**src/rtl/prg_map_pkg.sv**
```systemverilog
package prg_map_pkg;
  typedef enum logic [1:0] {
    WIN_32K   = 2'd0,
    WIN_16K   = 2'd1,
    WIN_16_8K = 2'd2,
    WIN_8K    = 2'd3
  } win_mode_e;

  localparam int CPU_AW        = 16;
  localparam int NUM_BANK_REGS = 5;
  localparam int SEL_W         = $clog2(NUM_BANK_REGS);

  localparam logic [CPU_AW-1:0] MODE_ADDR   = 16'h5100;
  localparam logic [CPU_AW-1:0] LOCK_A_ADDR = 16'h5102;
  localparam logic [CPU_AW-1:0] LOCK_B_ADDR = 16'h5103;
  localparam logic [CPU_AW-1:0] BANK_BASE   = 16'h5113;

  localparam logic [1:0] LOCK_A_KEY = 2'b10;
  localparam logic [1:0] LOCK_B_KEY = 2'b01;
endpackage

```
**src/rtl/prg_cfg_regs.sv**
```systemverilog
module prg_cfg_regs
  import prg_map_pkg::*;
#(
  parameter int DATA_W = 8,
  parameter logic [DATA_W-2:0] ROM_LAST = '1
) (
  input  logic                         clk,
  input  logic                         rst,
  input  logic                         wr,
  input  logic [CPU_AW-1:0]            addr,
  input  logic [DATA_W-1:0]            wdata,
  output logic [DATA_W-1:0]            rdata,
  output win_mode_e                    mode,
  output logic [NUM_BANK_REGS-1:0][DATA_W-1:0] banks,
  output logic                         unlocked
);
  logic [1:0] lock_a, lock_b;

  always_ff @(posedge clk) begin
    if (rst) begin
      mode   <= WIN_8K;
      lock_a <= '0;
      lock_b <= '0;
    end else if (wr) begin
      if (addr == MODE_ADDR)   mode   <= win_mode_e'(wdata[1:0]);
      if (addr == LOCK_A_ADDR) lock_a <= wdata[1:0];
      if (addr == LOCK_B_ADDR) lock_b <= wdata[1:0];
    end
  end

  for (genvar i = 0; i < NUM_BANK_REGS; i++) begin : g_bank
    localparam logic [DATA_W-1:0] RST_VAL =
      (i == NUM_BANK_REGS - 1) ? {1'b1, ROM_LAST} : '0;
    localparam logic [CPU_AW-1:0] MY_ADDR = BANK_BASE + CPU_AW'(i);
    always_ff @(posedge clk) begin
      if (rst)                        banks[i] <= RST_VAL;
      else if (wr && addr == MY_ADDR) banks[i] <= wdata;
    end
  end

  assign unlocked = (lock_a == LOCK_A_KEY) && (lock_b == LOCK_B_KEY);

  always_ff @(posedge clk) begin
    if (rst) begin
      rdata <= '0;
    end else begin
      rdata <= '0;
      if (addr == MODE_ADDR)   rdata <= DATA_W'(mode);
      if (addr == LOCK_A_ADDR) rdata <= DATA_W'(lock_a);
      if (addr == LOCK_B_ADDR) rdata <= DATA_W'(lock_b);
      for (int i = 0; i < NUM_BANK_REGS; i++)
        if (addr == BANK_BASE + CPU_AW'(i)) rdata <= banks[i];
    end
  end
endmodule

```
**src/rtl/prg_window_decode.sv**
```systemverilog
module prg_window_decode
  import prg_map_pkg::*;
#(
  parameter int BANK_W = 7
) (
  input  win_mode_e                             mode,
  input  logic [NUM_BANK_REGS-1:0][BANK_W:0]    banks,
  input  logic [CPU_AW-1:0]                     cpu_addr,
  output logic                                  hit,
  output logic                                  is_rom,
  output logic [BANK_W-1:0]                     bank
);
  logic [1:0]       slot;
  logic [SEL_W-1:0] sel;
  logic [1:0]       span;  // 0: 8 KB, 1: 16 KB, 2: 32 KB
  logic [BANK_W:0]  raw;

  assign slot = cpu_addr[14:13];

  always_comb begin
    hit  = 1'b0;
    sel  = SEL_W'(NUM_BANK_REGS - 1);
    span = 2'd0;
    if (cpu_addr[15]) begin
      hit = 1'b1;
      unique case (mode)
        WIN_32K: begin
          sel  = SEL_W'(4);
          span = 2'd2;
        end
        WIN_16K: begin
          sel  = slot[1] ? SEL_W'(4) : SEL_W'(2);
          span = 2'd1;
        end
        WIN_16_8K: begin
          if (!slot[1]) begin
            sel  = SEL_W'(2);
            span = 2'd1;
          end else begin
            sel = slot[0] ? SEL_W'(4) : SEL_W'(3);
          end
        end
        default: sel = SEL_W'({1'b0, slot}) + SEL_W'(1);
      endcase
    end else if (cpu_addr[14:13] == 2'b11) begin
      hit = 1'b1;
      sel = '0;
    end
  end

  always_comb begin
    raw = banks[sel];
    if (sel == SEL_W'(4))  is_rom = 1'b1;
    else if (sel == '0)    is_rom = 1'b0;
    else                   is_rom = raw[BANK_W];
    bank = raw[BANK_W-1:0];
    if (span == 2'd1)      bank[0]   = cpu_addr[13];
    else if (span == 2'd2) bank[1:0] = cpu_addr[14:13];
  end
endmodule

```
**src/rtl/prg_bank_mapper.sv**
```systemverilog
module prg_bank_mapper
  import prg_map_pkg::*;
#(
  parameter int DATA_W = 8,
  parameter int OFS_W  = 13,
  parameter logic [DATA_W-2:0] ROM_LAST = '1,
  localparam int BANK_W = DATA_W - 1,
  localparam int MEM_AW = BANK_W + OFS_W
) (
  input  logic              clk,
  input  logic              rst,
  input  logic              reg_wr,
  input  logic [15:0]       reg_addr,
  input  logic [DATA_W-1:0] reg_wdata,
  output logic [DATA_W-1:0] reg_rdata,
  input  logic [15:0]       cpu_addr,
  input  logic              cpu_wr,
  output logic [MEM_AW-1:0] rom_addr,
  output logic [MEM_AW-1:0] ram_addr,
  output logic              rom_cs,
  output logic              ram_cs,
  output logic              ram_we
);
  win_mode_e                               mode;
  logic [NUM_BANK_REGS-1:0][DATA_W-1:0]    banks;
  logic                                    unlocked;
  logic                                    hit, is_rom;
  logic [BANK_W-1:0]                       bank;
  logic [MEM_AW-1:0]                       flat;

  prg_cfg_regs #(.DATA_W(DATA_W), .ROM_LAST(ROM_LAST)) u_regs (
    .clk(clk), .rst(rst), .wr(reg_wr), .addr(reg_addr), .wdata(reg_wdata),
    .rdata(reg_rdata), .mode(mode), .banks(banks), .unlocked(unlocked)
  );

  prg_window_decode #(.BANK_W(BANK_W)) u_dec (
    .mode(mode), .banks(banks), .cpu_addr(cpu_addr),
    .hit(hit), .is_rom(is_rom), .bank(bank)
  );

  assign flat = {bank, cpu_addr[OFS_W-1:0]};

  always_ff @(posedge clk) begin
    if (rst) begin
      rom_addr <= '0;
      ram_addr <= '0;
      rom_cs   <= 1'b0;
      ram_cs   <= 1'b0;
      ram_we   <= 1'b0;
    end else begin
      rom_addr <= flat;
      ram_addr <= flat;
      rom_cs   <= hit && is_rom;
      ram_cs   <= hit && !is_rom;
      ram_we   <= hit && !is_rom && cpu_wr && unlocked;
    end
  end
endmodule

```
**config.mk**
```make
export PLATFORM = sky130hd
export DESIGN_NAME = prg_bank_mapper
export DESIGN_NICKNAME = d
export VERILOG_FILES = /design/src/rtl/prg_map_pkg.sv /design/src/rtl/prg_cfg_regs.sv /design/src/rtl/prg_window_decode.sv /design/src/rtl/prg_bank_mapper.sv
export SDC_FILE = /design/constraint.sdc
export NUM_CORES = 1
export LEC_CHECK = 0
export BUFFER_PORTS_ARGS = -buffer_cell sky130_fd_sc_hd__buf_2
export CELL_PAD_IN_SITES_DETAIL_PLACEMENT = 0
export CELL_PAD_IN_SITES_GLOBAL_PLACEMENT = 1
export CORE_MARGIN = 1
export CORE_UTILIZATION = 40
export DETAILED_ROUTE_END_ITERATION = 7
export MAX_ROUTING_LAYER = met4
export PLACE_DENSITY = 0.79
export REMOVE_ABC_BUFFERS = 1
export SLEW_MARGIN = 25
export SYNTH_ARGS = -nofsm -noshare
export SYNTH_HDL_FRONTEND = slang
export SYNTH_HIERARCHICAL = 1
export SYNTH_SLANG_ARGS = --single-unit
```
**constraint.sdc**
```tcl
create_clock -name clk -period 3 [get_ports clk]
set_input_delay 0.45 -clock clk [delete_from_list [all_inputs] [get_ports clk]]
set_output_delay 0.45 -clock clk [all_outputs]
set_load 0.02 [all_outputs]
```
==> flow_metrics.py <==
metrics = {
    "clock_tree": {
        "cts.clk_slew.worst_paths_ps": 80,
        "cts_root_buf": "clkbuf_8",
        "insertion_delay_ps": 340,
        "clock_tree.buffer_depth": 2,
        "htreeDepth": 3,
        "cts_inserted_buffers": 9,
        "clock-sinks": 77,
        "hold_buffers": 0,
        "cts_tree": "done",
        "postCtsSetupBuffers": 0,
        "postCtsResizedCells": 0,
    },
    "critical_path": {
        "worstSetupStartpoint": "u_regs/mode[1]",
        "r2r_cells": 6,
        "crit_path_start_kind": "flop",
        "crit_path_end": "ram_addr[14]",
        "r2r_slack_ps": 600,
        "critPathRequiredTime_ps": 3230,
        "cp.arrival_ps": 2620,
        "endpoint_kind": "flop",
        "crit_type": "reg2reg",
        "cp_max_fo": 9,
        "r2r-start": "u_regs/mode[1]",
        "r2r-end": "ram_addr[14]",
    },
    "die": {
        "dieArea_mm2": 0.00983,
        "initial_core_util_pct": 41.0,
        "core_area_mm2": 0.00920,
        "rows": 35,
        "die_w_um": 99.1,
        "io_pins": 95,
        "die-height_um": 99.1,
    },
    "detailed_routing": {
        "antenna_left": 0,
        "routedWlPerCell_um": 15.6,
        "wl_met2_um": 4410,
        "first_pass_iters": 4,
        "drt_wl_total_um": 9010,
        "route.top_layer_used": "met4",
        "wl_met1_um": 4290,
        "drc_errors": 0,
        "drtIter0Drc": 172,
        "via_count": 3005,
        "met3WireLength_um": 221,
        "via_per_inst": 5.22,
    },
    "sta": {
        "tightest_slew_ps": 683,
        "rsz0062_at_grt": "no",
        "min_period_over_period_pct": 79.9,
        "report.final.slew_viol_count": 0,
        "setup-violations-final": 0,
        "fmax_mhz": 417,
        "setup-tns-final_ps": 0,
        "hold_viol": 0,
        "maxSlewHeadroom_pct": 54.2,
        "finClkSkew_ps": 5.13,
        "fin_crit_ps": 2400,
    },
    "run_status": {
        "status": "finished, final reports clean",
    },
    "cells_and_area": {
        "n_fill_cell": 908,
        "finalNonFillerCells": 576,
        "num_antenna_cells": 0,
        "drive_gt1_share_pct": 30.5,
        "syn_to_final_growth_pct": 16.4,
        "register_area_mm2": 0.00154,
        "fin_area_mm2": 0.00439,
        "final_util_pct": 47.8,
        "multi_input_area_mm2": 0.00198,
        "fin_nets": 507,
    },
    "logic_synthesis": {
        "synthXorXnorAreaFrac_pct": 0,
        "yosys_warnings": 6,
        "synth_edf_count": 0,
        "synth-async-reset-ratio_pct": 0,
        "synthAdderAreaFrac_pct": 0.663,
        "synth_compound_area_share_pct": 10.0,
        "ys_ff_latch": 77,
        "synth-simple-area-share_pct": 22.3,
        "synth_cell_types": 57,
        "synth.yosys.seq_area_share_pct": 40.8,
        "synth_top_area_share_pct": 40.8,
        "synth_ff_type": "dfxtp_1",
        "synth_top_family_by_area": "simple AND/OR/NAND/NOR gates",
        "synth_area_mm2": 0.00377,
        "synth.avg_cell_area_um2": 9.75,
        "yosys.area.top_type": "dfxtp_1",
        "synthMuxAreaShare_pct": 19.4,
        "synthCells": 387,
        "ys_top_cells_by_area": "dfxtp_1, mux2i_1, nor2_1",
    },
    "grt": {
        "first_global_vias": 2730,
        "grt_max_degree": 28,
        "grt_usage_pct": 19.3,
        "antenna_found_initial": 0,
        "grt_first_pass_wirelength_um": 14300,
        "grt-ovfl-total": 0,
    },
    "place": {
        "io_buffers": 94,
        "dpl_cell_area_mm2": 0.00420,
        "dp_cells": 561,
        "hpwl_um": 6270,
        "gp_congestion": 0.878,
    },
    "power": {
        "ir_drop_v": 0.000210,
        "p_leak_nw": 2.16,
        "p_per_area_mw_per_mm2": 468,
    },
    "job": {
        "drv_cap": 0,
    },
    "hold_path": {
        "hp-class": "in2reg",
        "hold_depth": 2,
    },
}
## power by group
| part | switching (mW) | internal, mW |
|---|---|---|
| clock network | 0.382 | 0.380 |
| logic | 0.154 | 0.0950 |
| registers | 0.00682 | 1.04 |
| total | 0.543 | 1.51 |
## through the flow
stage	hold WS (ps)	setup WS, ps	power, mW
finish	314	603	2.06
global route	305	507	2.14
CTS	303	604	2.07
detailed placement	470	265	1.32
global placement	466	331	1.31
floorplan	448	638	1.20
## logic make-up after synthesis
group,count (synthesis)
AO/OA/AOI/OAI,45
adder cells (fa/ha/maj),2
buffers and inverters,45
flip-flops,77
multiplexers,61
AND/OR/NAND/NOR,157
## registers in the layout (all words and copies together) (netlist names)
register and flops:
u_regs/lock_a 2, u_regs/rdata 8, ram_we 1, ram_cs 1, u_regs/mode 2, u_regs/lock_b 2
rom_cs 1, ram_addr 20, u_regs/banks 40
## worst min-delay path by stage
| stage | slack (ps) | startpoint | end |
|---|---|---|---|
| after floorplan | 450 | u_regs/banks[39] | u_regs/banks[39] |
| after global placement | 470 | u_regs/banks[39] | u_regs/banks[39] |
| after detailed placement | 470 | u_regs/banks[39] | u_regs/banks[39] |
| after CTS | 300 | cpu_addr[8] | ram_addr[8] |
| after global routing | 310 | cpu_addr[9] | ram_addr[9] |
| final | 310 | cpu_addr[8] | ram_addr[8] |
## cells in the final DEF (no fill, tap or decap), types with 5 or more instances in the layout
cell and n:
nand2_1 29, a21oi_1 11, nor2_1 68, buf_2 94, clkbuf_8 9, nor2b_1 21, mux2i_1 51, mux4_1 7
dfxtp_1 77, a2111oi_2 5, a22o_1 8, inv_1 8, o21ai_0 5, buf_4 6
## cells in the mapped netlist (5+ instances only)
cell type,instances
a21oi_1,11
dfxtp_1,77
a2111oi_2,5
mux2i_1,51
clkbuf_1,11
o21ai_0,5
buf_4,20
inv_1,8
a22o_1,8
nor2_1,68
mux4_1,7
nor2b_1,21
nand2_1,29
## worst max-delay path: stages, from the launching register on
cell and delay (ps):
dfxtp_1 500, mux2_4 350, o22ai_4 430, mux4_1 630
a22oi_1 170, a21oi_1 90, nor2b_1 120
## routing by layer
| layer | track usage [%] | vias up |
|---|---|---|
| li1 | - | 1482 |
| met2 | 31.5 | 50 |
| met4 | 6.11 | 0 |
| met5 | - | - |
| met3 | 2.11 | 7 |
| met1 | 25.3 | 1466 |
## final cells by class
class | count | share of cell area (%)
tap | 111 | 3.16
timing repair buffer | 100 | 11.7
sequential | 77 | 35.1
multi-input combinational | 265 | 45.0
clock buffer | 9 | 2.82
inverter | 8 | 0.684
clock inverter | 6 | 1.48
(Power assumes the default switching activity.)
